[src/rtl/spi_irq_pkg.sv]
// Shared constants for the SPI interrupt unit: the status bit positions,
// the register offsets and the set of latched (write-1-to-clear) bits.
// Assumes an 8-bit byte offset and a 32-bit data word.
package spi_irq_pkg;
    localparam int IRQ_W  = 7;
    localparam int DATA_W = 32;

    localparam int BIT_RX_OVF    = 0;
    localparam int BIT_MODE_FAIL = 1;
    localparam int BIT_TX_LOW    = 2;
    localparam int BIT_TX_FULL   = 3;
    localparam int BIT_RX_REACH  = 4;
    localparam int BIT_RX_FULL   = 5;
    localparam int BIT_TX_UNF    = 6;

    localparam logic [IRQ_W-1:0] LATCHED_BITS = IRQ_W'(
        (1 << BIT_RX_OVF) | (1 << BIT_MODE_FAIL) | (1 << BIT_TX_UNF));

    localparam logic [7:0] OFS_STATUS   = 8'h04;
    localparam logic [7:0] OFS_MASK_SET = 8'h08;
    localparam logic [7:0] OFS_MASK_CLR = 8'h0C;
    localparam logic [7:0] OFS_MASK     = 8'h10;
    localparam logic [7:0] OFS_TX_THR   = 8'h28;
    localparam logic [7:0] OFS_RX_THR   = 8'h2C;
endpackage

[src/rtl/spi_irq_thr_reg.sv]
// One threshold register with a programmable reset value.
// Assumes the write enable is already qualified by the address decode.
module spi_irq_thr_reg #(
    parameter int               CNT_W   = 6,
    parameter logic [CNT_W-1:0] RST_VAL = CNT_W'(1)
) (
    input  logic             clk,
    input  logic             rst_n,
    input  logic             we,
    input  logic [CNT_W-1:0] d,
    output logic [CNT_W-1:0] q
);
    // Load on write; return to RST_VAL on reset.
    always_ff @(posedge clk) begin
        if (!rst_n)  q <= RST_VAL;
        else if (we) q <= d;
    end


    thr_hold_chk: assert property (@(posedge clk) disable iff (!rst_n)
        !we |=> $stable(q));
endmodule

[src/rtl/spi_irq_mask.sv]
// Interrupt mask that changes only through separate set and clear strobes.
// Assumes set_we and clr_we are never high together (distinct offsets).
module spi_irq_mask #(
    parameter int IRQ_W = 7
) (
    input  logic             clk,
    input  logic             rst_n,
    input  logic             set_we,
    input  logic             clr_we,
    input  logic [IRQ_W-1:0] wdata,
    output logic [IRQ_W-1:0] mask_q
);
    logic [IRQ_W-1:0] set_vec, clr_vec;

    // Qualify the write data with the set and clear strobes.
    always_comb begin
        set_vec = set_we ? wdata : '0;
        clr_vec = clr_we ? wdata : '0;
    end

    // Update the mask: OR in the set bits, then remove the clear bits.
    always_ff @(posedge clk) begin
        if (!rst_n) mask_q <= '0;
        else        mask_q <= (mask_q | set_vec) & ~clr_vec;
    end


    mask_set_chk: assert property (@(posedge clk) disable iff (!rst_n)
        set_we |=> ((mask_q & $past(wdata)) == $past(wdata)));

    mask_clr_chk: assert property (@(posedge clk) disable iff (!rst_n)
        (clr_we && !set_we) |=> ((mask_q & $past(wdata)) == '0));

    mask_idle_chk: assert property (@(posedge clk) disable iff (!rst_n)
        (!set_we && !clr_we) |=> $stable(mask_q));
endmodule

[src/rtl/spi_irq_status.sv]
// Interrupt status vector. Latched bits are set by event pulses and cleared
// by write-1-to-clear; an event wins over a clear in the same cycle. Level
// bits are recomputed each cycle from the FIFO flags and fill counts.
// Assumes each event input is a single-cycle pulse from the transfer engine.
module spi_irq_status
    import spi_irq_pkg::*;
#(
    parameter int CNT_W = 6
) (
    input  logic             clk,
    input  logic             rst_n,
    input  logic             clr_we,
    input  logic [IRQ_W-1:0] wdata,
    input  logic             ev_rx_ovf,
    input  logic             ev_mode_fail,
    input  logic             ev_tx_unf,
    input  logic [CNT_W-1:0] rx_count,
    input  logic [CNT_W-1:0] tx_count,
    input  logic             rx_full,
    input  logic             tx_full,
    input  logic [CNT_W-1:0] rx_thr,
    input  logic [CNT_W-1:0] tx_thr,
    output logic [IRQ_W-1:0] status
);
    logic [IRQ_W-1:0] ev_vec, clr_vec, level_vec, latched_q;

    // Place the event pulses and the clear strobes at their bit positions.
    always_comb begin
        ev_vec                = '0;
        ev_vec[BIT_RX_OVF]    = ev_rx_ovf;
        ev_vec[BIT_MODE_FAIL] = ev_mode_fail;
        ev_vec[BIT_TX_UNF]    = ev_tx_unf;
        clr_vec               = clr_we ? wdata : '0;
    end

    // Compute the level bits from the live FIFO state.
    always_comb begin
        level_vec               = '0;
        level_vec[BIT_RX_FULL]  = rx_full;
        level_vec[BIT_TX_FULL]  = tx_full;
        level_vec[BIT_RX_REACH] = (rx_count >= rx_thr);
        level_vec[BIT_TX_LOW]   = (tx_count < tx_thr);
    end

    // Keep the latched bits; a new event overrides a clear in the same cycle.
    always_ff @(posedge clk) begin
        if (!rst_n) latched_q <= '0;
        else        latched_q <= ((latched_q & ~clr_vec) | ev_vec) & LATCHED_BITS;
    end

    // Merge the latched and level halves into the visible status.
    assign status = (latched_q & LATCHED_BITS) | (level_vec & ~LATCHED_BITS);


    ev_set_chk: assert property (@(posedge clk) disable iff (!rst_n)
        (ev_rx_ovf || ev_mode_fail || ev_tx_unf) |=>
        ((status & $past(ev_vec)) == $past(ev_vec)));

    w1c_clr_chk: assert property (@(posedge clk) disable iff (!rst_n)
        clr_we |=> ((status & LATCHED_BITS & $past(wdata) & ~$past(ev_vec)) == '0));

    latch_hold_chk: assert property (@(posedge clk) disable iff (!rst_n)
        !clr_we |=> ((status & LATCHED_BITS & $past(status)) == ($past(status) & LATCHED_BITS)));
endmodule

[src/rtl/spi_irq_ctrl.sv]
// Top of the SPI interrupt unit: address decode, readback mux, and the
// registered interrupt line driven by the masked status.
// Assumes reg_wr writes a single location per cycle; reads are combinational.
module spi_irq_ctrl
    import spi_irq_pkg::*;
#(
    parameter int CNT_W = 6
) (
    input  logic              clk,
    input  logic              rst_n,
    input  logic              reg_wr,
    input  logic [7:0]        reg_addr,
    input  logic [DATA_W-1:0] reg_wdata,
    output logic [DATA_W-1:0] reg_rdata,
    input  logic [CNT_W-1:0]  rx_count,
    input  logic [CNT_W-1:0]  tx_count,
    input  logic              rx_full,
    input  logic              tx_full,
    input  logic              ev_rx_ovf,
    input  logic              ev_mode_fail,
    input  logic              ev_tx_unf,
    output logic              irq_o
);
    logic             we_status, we_set, we_clr, we_txthr, we_rxthr;
    logic [IRQ_W-1:0] mask_q, status;
    logic [CNT_W-1:0] tx_thr, rx_thr;
    logic             unused_wdata;

    // Decode the write strobe by offset.
    always_comb begin
        we_status = reg_wr && (reg_addr == OFS_STATUS);
        we_set    = reg_wr && (reg_addr == OFS_MASK_SET);
        we_clr    = reg_wr && (reg_addr == OFS_MASK_CLR);
        we_txthr  = reg_wr && (reg_addr == OFS_TX_THR);
        we_rxthr  = reg_wr && (reg_addr == OFS_RX_THR);
    end

    assign unused_wdata = ^reg_wdata;

    spi_irq_mask #(.IRQ_W(IRQ_W)) u_mask (
        .clk    (clk),
        .rst_n  (rst_n),
        .set_we (we_set),
        .clr_we (we_clr),
        .wdata  (reg_wdata[IRQ_W-1:0]),
        .mask_q (mask_q)
    );

    spi_irq_thr_reg #(.CNT_W(CNT_W), .RST_VAL(CNT_W'(1))) u_tx_thr (
        .clk   (clk),
        .rst_n (rst_n),
        .we    (we_txthr),
        .d     (reg_wdata[CNT_W-1:0]),
        .q     (tx_thr)
    );

    spi_irq_thr_reg #(.CNT_W(CNT_W), .RST_VAL(CNT_W'(1))) u_rx_thr (
        .clk   (clk),
        .rst_n (rst_n),
        .we    (we_rxthr),
        .d     (reg_wdata[CNT_W-1:0]),
        .q     (rx_thr)
    );

    spi_irq_status #(.CNT_W(CNT_W)) u_status (
        .clk          (clk),
        .rst_n        (rst_n),
        .clr_we       (we_status),
        .wdata        (reg_wdata[IRQ_W-1:0]),
        .ev_rx_ovf    (ev_rx_ovf),
        .ev_mode_fail (ev_mode_fail),
        .ev_tx_unf    (ev_tx_unf),
        .rx_count     (rx_count),
        .tx_count     (tx_count),
        .rx_full      (rx_full),
        .tx_full      (tx_full),
        .rx_thr       (rx_thr),
        .tx_thr       (tx_thr),
        .status       (status)
    );

    // Return the addressed location; write-only and unknown offsets read 0.
    always_comb begin
        reg_rdata = '0;
        case (reg_addr)
            OFS_STATUS: reg_rdata[IRQ_W-1:0] = status;
            OFS_MASK:   reg_rdata[IRQ_W-1:0] = mask_q;
            OFS_TX_THR: reg_rdata[CNT_W-1:0] = tx_thr;
            OFS_RX_THR: reg_rdata[CNT_W-1:0] = rx_thr;
            default:    reg_rdata = '0;
        endcase
    end

    // Register the masked OR of the status as the interrupt line.
    always_ff @(posedge clk) begin
        if (!rst_n) irq_o <= 1'b0;
        else        irq_o <= |(mask_q & status);
    end


    irq_rise_chk: assert property (@(posedge clk) disable iff (!rst_n)
        (|(mask_q & status)) |=> irq_o);

    irq_fall_chk: assert property (@(posedge clk) disable iff (!rst_n)
        !(|(mask_q & status)) |=> !irq_o);
endmodule

[config.mk]
export PLATFORM = sky130hd
export DESIGN_NAME = spi_irq_ctrl
export DESIGN_NICKNAME = d
export VERILOG_FILES = /design/src/rtl/spi_irq_pkg.sv /design/src/rtl/spi_irq_thr_reg.sv /design/src/rtl/spi_irq_mask.sv /design/src/rtl/spi_irq_status.sv /design/src/rtl/spi_irq_ctrl.sv
export SDC_FILE = /design/constraint.sdc
export NUM_CORES = 1
export LEC_CHECK = 0
export BUFFER_PORTS_ARGS = -buffer_cell sky130_fd_sc_hd__clkbuf_2
export CORE_MARGIN = 1.5
export CORE_UTILIZATION = 30
export DETAILED_ROUTE_END_ITERATION = 12
export GPL_TIMING_DRIVEN = 0
export HOLD_SLACK_MARGIN = 0.02
export MAX_ROUTING_LAYER = met4
export PLACE_DENSITY_LB_ADDON = 0.25
export SYNTH_ARGS = -nofsm -noshare
export SYNTH_HDL_FRONTEND = slang
export SYNTH_SLANG_ARGS = --single-unit
[constraint.sdc]
create_clock -name clk -period 4.3 [get_ports clk]
set_input_delay 0.215 -clock clk [delete_from_list [all_inputs] [get_ports clk]]
set_output_delay 0.215 -clock clk [all_outputs]
set_load 0.02 [all_outputs]
* Word level (Yosys, flattened, before mapping)
Index checks and enable logic that the tools add are counted.
Word-level totals: latch bits 0, memories 0, ROM bits 0, bits in writable memories 0, register bits after elaboration 27, word-level logic and storage cells 33, output and inout port bits 33, input port bits 60
Cells by class: eq/ne operators 6, reduce and logical (&&, ||, !) cells 6, bitwise gates (word level) 8, order comparisons 2, shift operators 0, $mul 0, add/subtract/negate cells 0, divide/modulo/power cells 0, mux-type cells 5
Operators with widths (count):
- $pmux W6 S4 | 1
- $and A7 B7 Y7 | 3
- $mux W7 | 3
- $eq A8 B4 Y1 const B | 2
- $eq A8 B6 Y1 const B | 2
- $not A7 Y7 | 2
- $or A7 B7 Y7 | 2
- $eq A8 B3 Y1 const B | 1
- $eq A8 B5 Y1 const B | 1
- $or A7 B6 Y7 | 1
- $reduce_or A7 Y1 | 1
- $ge A6 B6 Y1 | 1
- $lt A6 B6 Y1 | 1
- $logic_and A1 B1 Y1 | 5
- $pmux W1 S2 | 1

* Depth between registers and ports, before layout
depth in word-level cells 6, gate-level depth with buffers 6

* Hierarchy
A second synthesis with hierarchy kept.
Second synthesis, totals: cells, all modules 180, area, all modules 1580.3 µm²
By module, submodules not included:
- spi_irq_ctrl | instances 1, area an instance 514.2 µm², cells each 70
- spi_irq_thr_reg | instances 2, area an instance 226.5 µm², cells each 19
- spi_irq_status | instances 1, area an instance 381.6 µm², cells each 50
- spi_irq_mask | instances 1, area an instance 231.5 µm², cells each 22

* Least setup slack after synthesis
OpenSTA, ideal clock, no wires.
path type register to output, start reg u_tx_thr.q[2], end out reg_rdata[2], required time 4085 ps, path slack 2540 ps, buffers on the path 0, arrival time 1545 ps, stages on the path, launching flop included 7, cell sequence dfxtp_1 inv_1 ha_1 a21o_1 a31oi_1 o211ai_1 o21ai_0
Between the ends: longest elaborated chain between the ends 3
Ends and longest elaborated chain:
- start, declared | line spi_irq_thr_reg.sv:11 | output logic [CNT_W-1:0] q
- start signal, assigned | line spi_irq_thr_reg.sv:15 | if (!rst_n) q <= RST_VAL;
- start signal, assigned | line spi_irq_thr_reg.sv:16 | else if (we) q <= d;
- $lt A6 B6 Y1 | line spi_irq_status.sv:42 | level_vec[BIT_TX_LOW] = (tx_count < tx_thr);
- $or A7 B6 Y7 | line spi_irq_status.sv:52 | assign status = (latched_q & LATCHED_BITS) | (level_vec & ~LATCHED_BITS);
- $pmux W6 S4 * | line spi_irq_ctrl.sv:85 | case (reg_addr)
- end, declared | line spi_irq_ctrl.sv:14 | output logic [DATA_W-1:0] reg_rdata,
Mark *: on every way between the ends. The rest lies on a longest branch, timed or not.

* Worst setup path in the final report
start reg u_rx_thr.q[3], end out reg_rdata[4]
Between the ends: longest elaborated chain between the ends 3
Ends and longest elaborated chain:
- start, declared | line spi_irq_thr_reg.sv:11
- start signal, assigned | line spi_irq_thr_reg.sv:15
- start signal, assigned | line spi_irq_thr_reg.sv:16
- $ge A6 B6 Y1 | line spi_irq_status.sv:41 | level_vec[BIT_RX_REACH] = (rx_count >= rx_thr);
- $or A7 B6 Y7 | line spi_irq_status.sv:52
- $pmux W6 S4 | line spi_irq_ctrl.sv:85
Every way passes these cells.

==> impl_metrics.json <==
{
  "ys_seq_area_frac": 0.278,
  "dieArea_um2": 5980,
  "hold_viol": 0,
  "cp.required_ns": 4.09,
  "cts_max_level": 1,
  "hpwlAfterDp_um": 3160,
  "place_congestion": 0.798,
  "cts_setup_buffers": 0,
  "max_cap_viol_count": 0,
  "cts-root-buf": "clkbuf_8",
  "tns_ns": 0,
  "rsz0062_at_grt": "false",
  "antenna_found_initial": 0,
  "cp_max_fo": 3,
  "status": "finished clean",
  "min_period_ns": 2.19,
  "setup_viol": 0,
  "drt_iter0_markers": 102,
  "grt_pass1_wl_um": 6220,
  "die_w_um": 77.3,
  "r2r_end": "irq_o$_SDFF_PN0_",
  "whs_path_depth": 2,
  "seqCellArea_um2": 460,
  "die_y_um": 77.3,
  "max-vdd-ir-drop_mv": 0.178,
  "cts_max_path_buffers": 2,
  "grt_max_degree": 14,
  "synth_area_um2": 1660,
  "fin_crit_sh": 0.508,
  "crit_arrival_ns": 1.97,
  "start_kind": "flip-flop",
  "hold_class": "input pin to flip-flop",
  "powerDensity_nw_per_um2": 214,
  "fin_nets": 336,
  "drc": 0,
  "p_leak_nw": 0.975,
  "syn_avg_cell_area_um2": 8.50,
  "area.growth.synth_to_final_pct": 25.9,
  "worstHoldEndpoint": "u_status.latched_q[0]$_SDFF_PN0_",
  "crit_type": "flip-flop to primary output",
  "clock_latency_ns": 0.27,
  "wl_per_cell_um": 11.5,
  "r2r_start": "u_rx_thr.q[3]$_SDFFE_PN0P_",
  "yosysWarnings": 0,
  "slew_violations": 0,
  "ioPinCount": 93,
  "port_buffers": 41,
  "dr_total_vias": 1462,
  "multiInputGateArea_um2": 995,
  "clk_pin_slew_ns": 0.09,
  "fillers": 580,
  "dr.pass1.iters": 4,
  "synth-seq-cells": 23,
  "fmax_mhz": 457,
  "reg2reg_depth": 5,
  "cts_resized": 0,
  "placeableCoreArea_um2": 5200,
  "holdBufCountCts": 0,
  "fin_total_pwr_mw": 0.447,
  "antennaDiodeCount": 0,
  "cp-end-kind": "primary output",
  "min-delay-start": "ev_rx_ovf",
  "ys_types": 34,
  "cts_buffers": 3,
  "grt_pass1_vias": 1361,
  "drive_gt1_frac": 0.303,
  "r2r_setup_slack_ns": 2.72,
  "worst_clock_skew_ns": 0.00481,
  "syn_inst": 195,
  "start_util": 0.318,
  "drt-total-wl_um": 3840,
  "clock_sinks": 23,
  "vias_per_cell": 4.38,
  "cts_tree": "done",
  "rows": 26,
  "overflow": 0,
  "ant_nets": 0,
  "grt_usage": 0.134
}
## registers in the layout (all words and copies together) (netlist names)
| signal | cells |
|---|---|
| u_rx_thr.q | 6 |
| u_status.latched_q | 3 |
| irq_o | 1 |
| u_mask.mask_q | 7 |
| u_tx_thr.q | 6 |
## worst max-delay path: stages, from the launching register on
cell	delay (ns)
dfxtp_1	0.41
inv_1	0.06
ha_1	0.26
and3_1	0.18
a221oi_1	0.38
o221ai_1	0.22
clkbuf_2	0.20
## report_power, final
| part | internal [mW] | switching (mW) | total (mW) | leakage (nW) |
|---|---|---|---|---|
| Clock | 0.0647 | 0.0725 | 0.137 | 0.0255 |
| Sequential | 0.215 | 0.00156 | 0.217 | 0.186 |
| Combinational | 0.0397 | 0.0534 | 0.0931 | 0.763 |
| Total | 0.319 | 0.128 | 0.447 | 0.975 |
## cells in the final DEF, fill, tap and decap left out, types with 2 or more instances in the layout
master and n:
o221ai_1 2, nor2_1 5, a31oi_1 4, conb_1 25
inv_1 19, nand3_1 5, clkbuf_1 4, mux2i_1 19
dfxtp_1 23, o21ai_0 9, buf_4 26, o21a_1 6
buf_2 2, nand2_1 22, a22oi_1 5, a21boi_0 3
nor2b_1 3, clkbuf_2 41, a21o_1 2, a21oi_1 5
clkbuf_8 3, and3_1 5, nor3_4 2, ha_1 11
## through the flow
step	cell area (µm²)	hold slack (ns)	cells	worst slack (ns)	util
CTS	2090	0.151	334	2.09	0.401
global route	2090	0.145	334	1.92	0.401
finish	2090	0.152	334	2.11	0.401
detailed placement	2040	0.430	330	2.26	0.392
floorplan	1750	0.331	219	2.54	-
global placement	2040	0.430	330	2.25	0.392
## metal layers
metal	part of all wire	track usage	up-vias
li1	-	-	766
met1	0.46	0.165	647
met2	0.47	0.227	47
met3	0.063	0.0345	2
met4	0.0060	0.0164	0
met5	0	-	-
## worst max path at each step
stage / endpoint / slack [ns] / startpoint
2_1_floorplan: reg_rdata[2] / 2.54 / u_tx_thr.q[2]$_SDFFE_PN0P_
3_3_place_gp: reg_rdata[5] / 2.25 / reg_addr[7]
3_5_place_dp: reg_rdata[5] / 2.26 / reg_addr[7]
4_1_cts: reg_rdata[4] / 2.09 / u_rx_thr.q[3]$_SDFFE_PN0P_
5_1_grt: reg_rdata[4] / 1.92 / u_rx_thr.q[2]$_SDFFE_PN0P_
6_report: reg_rdata[4] / 2.11 / u_rx_thr.q[3]$_SDFFE_PN0P_
## layout make-up
class                   count  share of cell area
multi-input cells         145               0.477
well taps                  70              0.0420
flip-flops and latches     23               0.221
inverters                  19              0.0342
repair buffers             41              0.0984
clock buffers               3              0.0198
clock inverters             1             0.00240
plain buffers              32               0.106
## cell usage after synthesis
master | instances | area, µm²
buf_4 | 26 | 195
dfxtp_1 | 23 | 460
nand2_1 | 22 | 82.6
inv_1 | 19 | 71.3
mux2i_1 | 19 | 190
ha_1 | 11 | 138
o21ai_0 | 9 | 45.0
o21a_1 | 6 | 45.0
a21oi_1 | 5 | 25.0
a22oi_1 | 5 | 37.5
and3_1 | 5 | 31.3
nand3_1 | 5 | 25.0
nor2_1 | 5 | 18.8
a31oi_1 | 4 | 25.0
clkbuf_1 | 4 | 15.0
a21boi_0 | 3 | 22.5
nor2b_1 | 3 | 18.8
a21o_1 | 2 | 15.0
buf_2 | 2 | 10.0
nor3_4 | 2 | 32.5
o221ai_1 | 2 | 17.5
a221oi_1 | 1 | 8.76
a222oi_1 | 1 | 10.0
a2bb2oi_1 | 1 | 8.76
a311oi_2 | 1 | 15.0
and4_2 | 1 | 10.0
and4b_2 | 1 | 11.3
conb_1 | 1 | 3.75
nand2b_1 | 1 | 6.26
nand3_4 | 1 | 17.5
nand4_1 | 1 | 6.26
nand4b_1 | 1 | 8.76
nor4_4 | 1 | 21.3
o211ai_1 | 1 | 7.51
## kinds of logic (layout without fill, tap and decap cells)
family,count (synthesis),count (layout),synth area share
adders and majority gates,11,11,0.0831
other,1,25,0.00226
AOI/OAI and AO/OA,41,41,0.171
muxes,19,19,0.115
buffers and inverters,51,96,0.176
and+or+nand+nor,49,49,0.175
DFF,23,23,0.278
Note: power is estimated with default switching activity, not from simulation.
